--- src/rtl/hdrParsePkg.sv ---
package hdrParsePkg;
  // control -> datapath
  typedef struct packed {
    logic clr;   // start of a new parse
    logic take;  // a byte is accepted this cycle
  } ctrlStrb_t;

  // datapath -> control (valid when take is high)
  typedef struct packed {
    logic failNow;    // this byte proves the header bad
    logic finishNow;  // this byte completes the parse
  } dpFlags_t;
endpackage

--- src/rtl/hdrParseData.sv ---
module hdrParseData
  import hdrParsePkg::*;
#(
  parameter int OFFS_W    = 32,
  parameter int POS_W     = 16,
  parameter int CNT_W     = 16,
  parameter int LEN_POS   = 24,
  parameter int CNT_POS   = 55,
  parameter int PAY_ID    = 8,
  parameter int SIZE_ID   = 5,
  parameter int REC_BYTES = 9
) (
  input  logic              clk,
  input  logic              rstN,
  input  ctrlStrb_t         strb,
  input  logic [7:0]        byteData,
  output dpFlags_t          flags,
  output logic [OFFS_W-1:0] payOffs,
  output logic [OFFS_W-1:0] sizeOffs,
  output logic [CNT_W-1:0]  compCount
);
  localparam int OFFS_BYTES = OFFS_W / 8;
  localparam int ASM_W      = OFFS_W - 8;
  localparam int REC_W      = $clog2(REC_BYTES);
  localparam logic [POS_W-1:0] LEN_AT   = POS_W'(LEN_POS);
  localparam logic [POS_W-1:0] CNT_LO   = POS_W'(CNT_POS);
  localparam logic [POS_W-1:0] CNT_HI   = POS_W'(CNT_POS + 1);
  localparam logic [7:0]       MIN_LEN  = 8'(LEN_POS + 2);
  localparam logic [7:0]       PAY_TAG  = 8'(PAY_ID);
  localparam logic [7:0]       SIZE_TAG = 8'(SIZE_ID);
  localparam logic [REC_W-1:0] OFF_LAST = REC_W'(OFFS_BYTES);
  localparam logic [REC_W-1:0] REC_LAST = REC_W'(REC_BYTES - 1);

  logic [POS_W-1:0] pos;
  logic [7:0]       hdrLen;
  logic [7:0]       recLeft;
  logic [REC_W-1:0] recByte;
  logic [7:0]       idReg;
  logic [ASM_W-1:0] asmReg;
  logic             tblDone;

  logic [POS_W-1:0]  hdrLenExt;
  logic              atLen, lenBad, atCnt, zeroRecs, inTable;
  logic              commit, recEnd, tableFail, hitBoth;
  logic [OFFS_W-1:0] fullOffs, nextPay, nextSize;

  always_comb begin
    hdrLenExt = POS_W'(hdrLen);
    atLen     = (pos == LEN_AT);
    lenBad    = atLen && (byteData < MIN_LEN);
    atCnt     = (pos > LEN_AT) && (pos == hdrLenExt - POS_W'(1));
    zeroRecs  = atCnt && (byteData == 8'd0);
    inTable   = (pos > LEN_AT) && (pos >= hdrLenExt) && (recLeft != 8'd0) && !tblDone;
    commit    = inTable && (recByte == OFF_LAST);
    recEnd    = inTable && (recByte == REC_LAST);
    tableFail = recEnd && (recLeft == 8'd1);
    fullOffs  = {byteData, asmReg};
    nextPay   = (commit && idReg == PAY_TAG)  ? fullOffs : payOffs;
    nextSize  = (commit && idReg == SIZE_TAG) ? fullOffs : sizeOffs;
    hitBoth   = commit && (nextPay != '0) && (nextSize != '0);
    flags.failNow   = lenBad || zeroRecs || tableFail;
    flags.finishNow = (tblDone || hitBoth) && (pos >= CNT_HI);
  end

  always_ff @(posedge clk) begin
    if (!rstN || strb.clr) begin
      pos       <= '0;
      hdrLen    <= '0;
      recLeft   <= '0;
      recByte   <= '0;
      idReg     <= '0;
      asmReg    <= '0;
      tblDone   <= 1'b0;
      payOffs   <= '0;
      sizeOffs  <= '0;
      compCount <= '0;
    end else if (strb.take) begin
      pos <= pos + POS_W'(1);
      if (atLen) hdrLen <= byteData;
      if (atCnt) recLeft <= byteData;
      if (pos == CNT_LO) compCount[7:0]  <= byteData;
      if (pos == CNT_HI) compCount[15:8] <= byteData;
      if (inTable) begin
        if (recByte == '0) idReg <= byteData;
        if (recByte != '0 && recByte < OFF_LAST) asmReg <= {byteData, asmReg[ASM_W-1:8]};
        recByte  <= recEnd ? '0 : recByte + REC_W'(1);
        if (recEnd) recLeft <= recLeft - 8'd1;
        payOffs  <= nextPay;
        sizeOffs <= nextSize;
        if (hitBoth) tblDone <= 1'b1;
      end
    end
  end

  // the position moves by exactly one per accepted byte
  a_r10_pos_step: assert property (@(posedge clk) disable iff (!rstN)
    strb.take |=> pos == $past(pos) + POS_W'(1));

  // once both offsets are found nothing later changes them
  a_r5_frozen_after_both: assert property (@(posedge clk) disable iff (!rstN)
    (tblDone && !strb.clr) |=> ($stable(payOffs) && $stable(sizeOffs)));
endmodule

--- src/rtl/hdrParseCtrl.sv ---
module hdrParseCtrl
  import hdrParsePkg::*;
(
  input  logic      clk,
  input  logic      rstN,
  input  logic      startIn,
  input  logic      byteValid,
  input  logic      byteLast,
  input  dpFlags_t  flags,
  output ctrlStrb_t strb,
  output logic      byteReady,
  output logic      doneOut,
  output logic      errOut
);
  logic running;
  logic fire;
  logic ending;

  always_comb begin
    fire      = byteValid && running && !startIn;
    ending    = fire && (flags.failNow || flags.finishNow || byteLast);
    strb.clr  = startIn;
    strb.take = fire;
    byteReady = running;
  end

  always_ff @(posedge clk) begin
    if (!rstN) begin
      running <= 1'b0;
      doneOut <= 1'b0;
      errOut  <= 1'b0;
    end else begin
      doneOut <= 1'b0;
      if (startIn) begin
        running <= 1'b1;
        errOut  <= 1'b0;
      end else if (ending) begin
        running <= 1'b0;
        doneOut <= 1'b1;
        errOut  <= flags.failNow || !flags.finishNow;
      end
    end
  end

  // done is a single-cycle pulse
  a_r9_done_single: assert property (@(posedge clk) disable iff (!rstN)
    doneOut |=> !doneOut);

  // no byte is accepted once done is signalled
  a_r9_no_ready_at_done: assert property (@(posedge clk) disable iff (!rstN)
    doneOut |-> !byteReady);

  // an error only appears together with the done pulse
  a_r7_err_with_done: assert property (@(posedge clk) disable iff (!rstN)
    $rose(errOut) |-> doneOut);
endmodule

--- src/rtl/cfgHeaderParser.sv ---
module cfgHeaderParser
  import hdrParsePkg::*;
#(
  parameter int OFFS_W = 32,
  parameter int POS_W  = 16,
  parameter int CNT_W  = 16
) (
  input  logic              clk,
  input  logic              rstN,
  input  logic              startIn,
  input  logic              byteValid,
  input  logic [7:0]        byteData,
  input  logic              byteLast,
  output logic              byteReady,
  output logic              doneOut,
  output logic              errOut,
  output logic [OFFS_W-1:0] payOffs,
  output logic [OFFS_W-1:0] sizeOffs,
  output logic [CNT_W-1:0]  compCount
);
  ctrlStrb_t strb;
  dpFlags_t  flags;

  hdrParseCtrl i_ctrl (
    .clk(clk), .rstN(rstN), .startIn(startIn), .byteValid(byteValid),
    .byteLast(byteLast), .flags(flags), .strb(strb), .byteReady(byteReady),
    .doneOut(doneOut), .errOut(errOut)
  );

  hdrParseData #(.OFFS_W(OFFS_W), .POS_W(POS_W), .CNT_W(CNT_W)) i_data (
    .clk(clk), .rstN(rstN), .strb(strb), .byteData(byteData), .flags(flags),
    .payOffs(payOffs), .sizeOffs(sizeOffs), .compCount(compCount)
  );

  // a successful parse always reports two non-zero offsets
  a_r5_success_nonzero: assert property (@(posedge clk) disable iff (!rstN)
    (doneOut && !errOut) |-> (payOffs != '0 && sizeOffs != '0));
endmodule

--- config.mk ---
export PLATFORM = sky130hd
export DESIGN_NAME = cfgHeaderParser
export DESIGN_NICKNAME = d
export VERILOG_FILES = /design/src/rtl/hdrParsePkg.sv /design/src/rtl/hdrParseData.sv /design/src/rtl/hdrParseCtrl.sv /design/src/rtl/cfgHeaderParser.sv
export SDC_FILE = /design/constraint.sdc
export NUM_CORES = 1
export LEC_CHECK = 0
export ABC_AREA = 1
export BUFFER_PORTS_ARGS = -buffer_cell sky130_fd_sc_hd__buf_2
export CAP_MARGIN = 20
export CORE_UTILIZATION = 50
export DETAILED_ROUTE_END_ITERATION = 16
export PLACE_DENSITY = 0.7
export SYNTH_ARGS = -nofsm -noshare
export SYNTH_HDL_FRONTEND = slang
export SYNTH_SLANG_ARGS = --single-unit
--- constraint.sdc ---
create_clock -name clk -period 2.3 [get_ports clk]
set_input_delay 0.46 -clock clk [delete_from_list [all_inputs] [get_ports clk]]
set_output_delay 0.46 -clock clk [all_outputs]
set_load 0.01 [all_outputs]
=== Yosys cells after proc, flatten, opt, wreduce, memory -nomap -nowiden ===
Cells that the tools add are included.

* Add/subtract/negate cells: 4
* $lt $le $gt $ge: 5
* Equal/unequal tests: 9
* Mux-type cells: 9
* Bitwise gates (word level): 1
* Reduce and logical (&&, ||, !) cells: 44

{| class="wikitable"
|+ Operator list
! kind !! number
|-
| two-way mux 32 bit || 2
|-
| nonzero test 32 bit || 2
|-
| == test 16 x 6 -> 1 bit, second input constant || 2
|-
| two-way mux 8 bit || 3
|-
| logical AND 1 bit || 18
|-
| adder 16 x 1 -> 16 bit, second input constant || 1
|-
| == test 16 bit || 1
|-
| == test 16 x 5 -> 1 bit, second input constant || 1
|-
| >= comparator 16 x 6 -> 1 bit, second input constant || 1
|-
| >= comparator 16 x 8 -> 1 bit || 1
|-
| greater-than comparator 16 x 5 -> 1 bit, second input constant || 1
|-
| AND reduction 3 bit || 3
|-
| subtractor 8 x 1 -> 9 bit, second input constant || 1
|-
| == test 8 x 1 -> 1 bit, second input constant || 1
|-
| == test 8 x 3 -> 1 bit, second input constant || 1
|-
| == test 8 x 4 -> 1 bit, second input constant || 1
|-
| logical NOT 8 bit || 1
|-
| less-than comparator 8 x 5 -> 1 bit, second input constant || 1
|-
| AND reduction 2 bit || 4
|-
| nonzero test 8 bit || 1
|-
| subtractor 8 x 1 -> 8 bit, second input constant || 1
|-
| logical OR 1 bit || 7
|-
| adder 4 x 1 -> 4 bit, second input constant || 1
|-
| == test 4 x 3 -> 1 bit, second input constant || 1
|-
| other kinds (10) || 15
|}

* Flip-flop bits (word level): 152
* Input bits: 13
* Output and inout port bits: 83
* Word-level logic and storage cells: 86

=== Logic depth before layout (Yosys ltp) ===
* Depth after elaboration: 17
* Depth in mapped cells: 24
* Depth with buffers taken out: 22

=== Modules after synthesis ===
From an unflattened synthesis, not the netlist that was laid out.

* Cells, all modules: 1171
* Area total of the unflattened synthesis: 7968.9 um2

{| class="wikitable"
|+ By module, submodules not included
! module !! times used !! cells each !! area an instance (um2) !! seq. area each (um2)
|-
| hdrParseData || 1 || 1149 || 7810.0 || 2982.9
|-
| hdrParseCtrl || 1 || 22 || 158.9 || 60.1
|}

=== Least setup slack after synthesis ===
Ideal clock, no wire load.

* Path kind: flip-flop to flip-flop
* Start point: reg i_data.hdrLen[7]
* End point: reg i_ctrl.errOut
* Library setup time: 114 ps
* Arrival time: 2291 ps
* Data required time: 2186 ps
* Path slack: -105 ps
* Stages on the path, launching flop included: 24
* Path buffers: 2
* Period minus slack after synthesis: 2405 ps
* Path through: dfxtp_1 -> inv_1 -> ha_1 -> nand2_1 -> nor2_1 -> nand2_1 -> nand2_1 -> nor2_2 -> nand2_2 -> nand4_2 -> buf_6 -> buf_6 -> o21ai_1 -> nand2_1 -> nor2_1 -> nand2_1 -> nor2_1 -> nand2_1 -> nand3_2 -> nand2_2 -> nand2_1 -> nand2_1 -> nand2_2 -> a21oi_2

* Longest elaborated chain between the ends: 15
* Elaborated cells on any way between the ends: 28
* Classes of those cells: add/sub (1); order compare (1); eq/ne (1); mux (2); reduce/logical (23)

{| class="wikitable"
|+ RTL lines
! what !! line !! source
|-
| from (decl) || hdrParseData.sv:35 || <nowiki>logic [7:0] hdrLen;</nowiki>
|-
| from (signal assigned) || hdrParseData.sv:79 || <nowiki>if (atLen) hdrLen <= byteData;</nowiki>
|-
| >= comparator 16 x 8 -> 1 bit || hdrParseData.sv:53 || <nowiki>inTable = (pos > LEN_AT) && (pos >= hdrLenExt) && (recLeft != 8'd0) && !tblDone;</nowiki>
|-
| logical AND 1 bit (3 in series) || hdrParseData.sv:53 ||
|-
| logical AND 1 bit || hdrParseData.sv:54 || <nowiki>commit = inTable && (recByte == OFF_LAST);</nowiki>
|-
| logical AND 1 bit || hdrParseData.sv:58 || <nowiki>nextPay = (commit && idReg == PAY_TAG) ? fullOffs : payOffs;</nowiki>
|-
| two-way mux 32 bit || hdrParseData.sv:58 ||
|-
| nonzero test 32 bit || hdrParseData.sv:60 || <nowiki>hitBoth = commit && (nextPay != '0) && (nextSize != '0);</nowiki>
|-
| logical AND 1 bit (2 in series) || hdrParseData.sv:60 ||
|-
| logical OR 1 bit || hdrParseData.sv:62 || <nowiki>flags.finishNow = (tblDone || hitBoth) && (pos >= CNT_HI);</nowiki>
|-
| logical AND 1 bit || hdrParseData.sv:62 ||
|-
| logical OR 1 bit (2 in series) || hdrParseCtrl.sv:21 || <nowiki>ending = fire && (flags.failNow || flags.finishNow || byteLast);</nowiki>
|-
| logical AND 1 bit || hdrParseCtrl.sv:21 ||
|-
| to (signal assigned) || hdrParseCtrl.sv:40 || <nowiki>errOut <= flags.failNow || !flags.finishNow;</nowiki>
|-
| to (decl) || hdrParseCtrl.sv:13 || <nowiki>output logic errOut</nowiki>
|}

Several ways; a longest one is shown, not always the timed one.
A chain may end at the register's enable or synchronous reset.

=== Final worst setup path ===
Ends and elaborated chain as after synthesis.

==> flow_metrics.env <==
export IMPL_vias=9053
export IMPL_area_growth_pct=49.2
export IMPL_worstPathRequired_ns=2.63
export IMPL_drt_vias_per_instance=5.47
export IMPL_min_path_cells=3
export IMPL_fin_crit_sh_pct=126
export IMPL_clock_root_buffer="clkbuf_16"
export IMPL_setup_viol=104
export IMPL_synth_nets=1196
export IMPL_crit_slowest_cell="dfxtp_2"
export IMPL_insertion_delay_ns=0.43
export IMPL_finalHoldViolations=0
export IMPL_port_buffers=95
export IMPL_reg2reg_setup_slack_ns=-0.61
export IMPL_synth_edf_count=0
export IMPL_nets=1460
export IMPL_yosys_warnings=0
export IMPL_route_detailed_drc=0
export IMPL_synth_cell_types=40
export IMPL_grt_pass1_wl_um=40600
export IMPL_cp_end_kind="register"
export IMPL_synth_area_mm2=0.00795
export IMPL_hpwl_um=15800
export IMPL_worstPathArrival_ns=3.24
export IMPL_drv_cap=0
export IMPL_drt_total_wl_um=27800
export IMPL_violations="setup timing"
export IMPL_crit_top_cell="nand2_2"
export IMPL_die_area_mm2=0.0164
export IMPL_worst_path_max_fanout=8
export IMPL_outcome="finished with violations"
export IMPL_numCtsBuffers=17
export IMPL_p_per_area_mw_per_mm2=484
export IMPL_worstSetupPathType="reg -> reg"
export IMPL_final_common_cell="nand2_1"
export IMPL_grt_usage_pct=31.8
export IMPL_drv_slew=0
export IMPL_synth_area_per_cell_um2=6.81
export IMPL_rsz0062_at_grt="yes"
export IMPL_overflow=0
export IMPL_worst_slack_ns=-0.607
export IMPL_ys_seq_area_share_pct=38.3
export IMPL_crit_chain="inv_2 -> ha_4 -> buf_6 -> a21oi_4 -> nand2_2 -> nor2_4 -> nand2_4 -> nand4_4 -> buf_12 -> buf_12 -> buf_8 -> nand2_2 -> o21ai_2 -> nand2_1 -> nor2_1 -> nand2_1 -> nor2_2 -> nand2_2 -> nand3_2 -> nand2_2 -> nand2_2 -> nand2_2 -> nand2_2 -> a21oi_2"
export IMPL_placedCellCount=1585
export IMPL_htree_levels=4
export IMPL_synth_top_flop_cell="dfxtp_1"
export IMPL_io_pins=96
export IMPL_r2r_end="i_ctrl.errOut"
export IMPL_cpPeakStageDelay_ns=0.34
export IMPL_grt_max_degree=132
export IMPL_antenna_found_initial=0
export IMPL_utilization_pct=77.1
export IMPL_max_clock_path_buffers=2
export IMPL_start_util_pct=51.7
export IMPL_cts_sinks=152
export IMPL_post_place_ws_ns=-0.481
export IMPL_relSlewSlack_pct=56.9
export IMPL_skew_ns=0.00637
export IMPL_drive_gt1_share_pct=36.1
export IMPL_r2r_start="i_data.hdrLen[7]"
export IMPL_vdd_drop_max_mv=0.494
export IMPL_drt_iter0_drc=718
export IMPL_routabilityCongestion=0.930
export IMPL_core_area_mm2=0.0154
export IMPL_fp_row_count=45
export IMPL_p_leak_nw=5.73
export IMPL_hold_path_end="i_ctrl.doneOut"
export IMPL_hp_start="rstN"
export IMPL_fmax_mhz=344
export IMPL_fill_cells=1040
export IMPL_antenna_cells=0
export IMPL_worst_setup_path_start_kind="register"
export IMPL_hold_path_class="in -> reg"
export IMPL_finalNonFillerCells=1655
export IMPL_fp_dieW_um=128
export IMPL_clkTransAtPathRegs_ns=0.06
export IMPL_async_flop_share_pct=0
export IMPL_ctsHoldBuffers=0
export IMPL_die_h_um=128
export IMPL_tritoncts="done"
export IMPL_layout_common_cells="nand2_1 (225), inv_1 (205), buf_4 (158), dfxtp_1 (139), buf_2 (95)"
export IMPL_reg2reg_depth=24
export IMPL_routedWlPerCell_um=16.8
export IMPL_ys_ff_latch=152
export IMPL_tightestPinTransition_ns=0.647
export IMPL_grt_pass1_vias=8216
export IMPL_holdWs_ns=0.290
export IMPL_final_area_mm2=0.0119
export IMPL_min_period_ns=2.91
export IMPL_drt_first_pass_iters=5
export IMPL_dpl_cell_area_mm2=0.00991
export IMPL_ant_nets=0
export IMPL_syn_inst=1167
area by class of cell:
| type | instances | area (um^2) | area share, % |
|---|---|---|---|
| Clock buffer | 18 | 429 | 3.62 |
| Clock inverter | 14 | 175 | 1.48 |
| Inverter | 224 | 853 | 7.20 |
| Multi-Input combinational cell | 733 | 4490 | 37.9 |
| Sequential cell | 152 | 3060 | 25.8 |
| Tap cell | 211 | 264 | 2.23 |
| Timing Repair Buffer | 303 | 2580 | 21.8 |
power by group:
group	total, mW	switching, mW	internal [mW]
clock network	2.91	1.19	1.71
logic	0.192	0.137	0.0553
registers	2.64	0.00283	2.64
worst max-delay path by stage:
stage                     start            end  slack, ns  cells after the start
6_report       i_data.hdrLen[7]  i_ctrl.errOut      -0.61                     24
5_1_grt           i_data.pos[7]  i_ctrl.errOut      -0.83                     24
4_1_cts        i_data.hdrLen[7]  i_ctrl.errOut      -0.41                     24
3_5_place_dp   i_data.hdrLen[7]  i_ctrl.errOut      -0.48                     22
3_3_place_gp   i_data.hdrLen[1]  i_ctrl.errOut      -0.41                     22
2_1_floorplan  i_data.hdrLen[2]  i_ctrl.errOut      -0.02                     24
worst max-delay path, delay by kind of cell, from the launching register on:
kind                     cells  cell delay, ns
AO/OA/AOI/OAI                3            0.28
adder cells (fa/ha/maj)      1            0.21
buffers and inverters        5            0.60
flip-flops                   1            0.34
AND/OR/NAND/NOR             15            1.37
Yosys cell counts, types with 9 or more instances:
library cell,number,area (um^2)
ha_1,16,200
nor3_1,15,75.1
a21oi_1,72,360
a211oi_1,9,67.6
nand4_1,33,206
nand3_1,17,85.1
dfxtp_1,152,3040
nand2_1,257,965
o21ai_1,27,135
buf_2,9,45.0
o211ai_1,70,526
inv_1,215,807
clkbuf_1,42,158
xor2_1,14,123
o21ai_0,90,450
nor2_1,70,263
metal layers:
metal	global-route usage [%]	routed length [um]
met1	39.0	11200
met5	0	0
met4	15.4	1180
met2	54.4	13600
met3	4.80	1810
flip-flops by register name (all words and copies together) (netlist names):
| signal | flops |
|---|---|
| i_data.idReg | 8 |
| i_ctrl.doneOut | 1 |
| i_data.recLeft | 8 |
| i_data.sizeOffs | 32 |
| i_data.pos | 16 |
| i_ctrl.byteReady | 1 |
| i_data.asmReg | 24 |
| i_data.payOffs | 32 |
| i_data.tblDone | 1 |
| i_data.hdrLen | 8 |
| i_data.recByte | 4 |
| i_ctrl.errOut | 1 |
| i_data.compCount | 16 |
what timing repair did:
action	in CTS	in global routing
buffers inserted	24	10
endpoints found under the setup margin	79	114
resized for setup	103	134
cloned	11	4
pin swaps	29	33
per-stage QoR:
step                      power (mW)  setup TNS, ns
after global placement          2.87          -4.30
final                           5.74         -13.92
after detailed placement        2.87          -6.15
after global routing            5.87         -28.24
after floorplan                 2.78        -0.0252
after CTS                       5.73          -3.08
cells by family after synthesis:
kind of cell	Yosys count	share of synthesized area, %
simple gates	420	22.9
compound gates	281	20.6
flops	152	38.3
fa+ha+maj	16	2.52
buf+inv	282	13.9
xor+xnor	16	1.76
(Power assumes the default switching activity.)
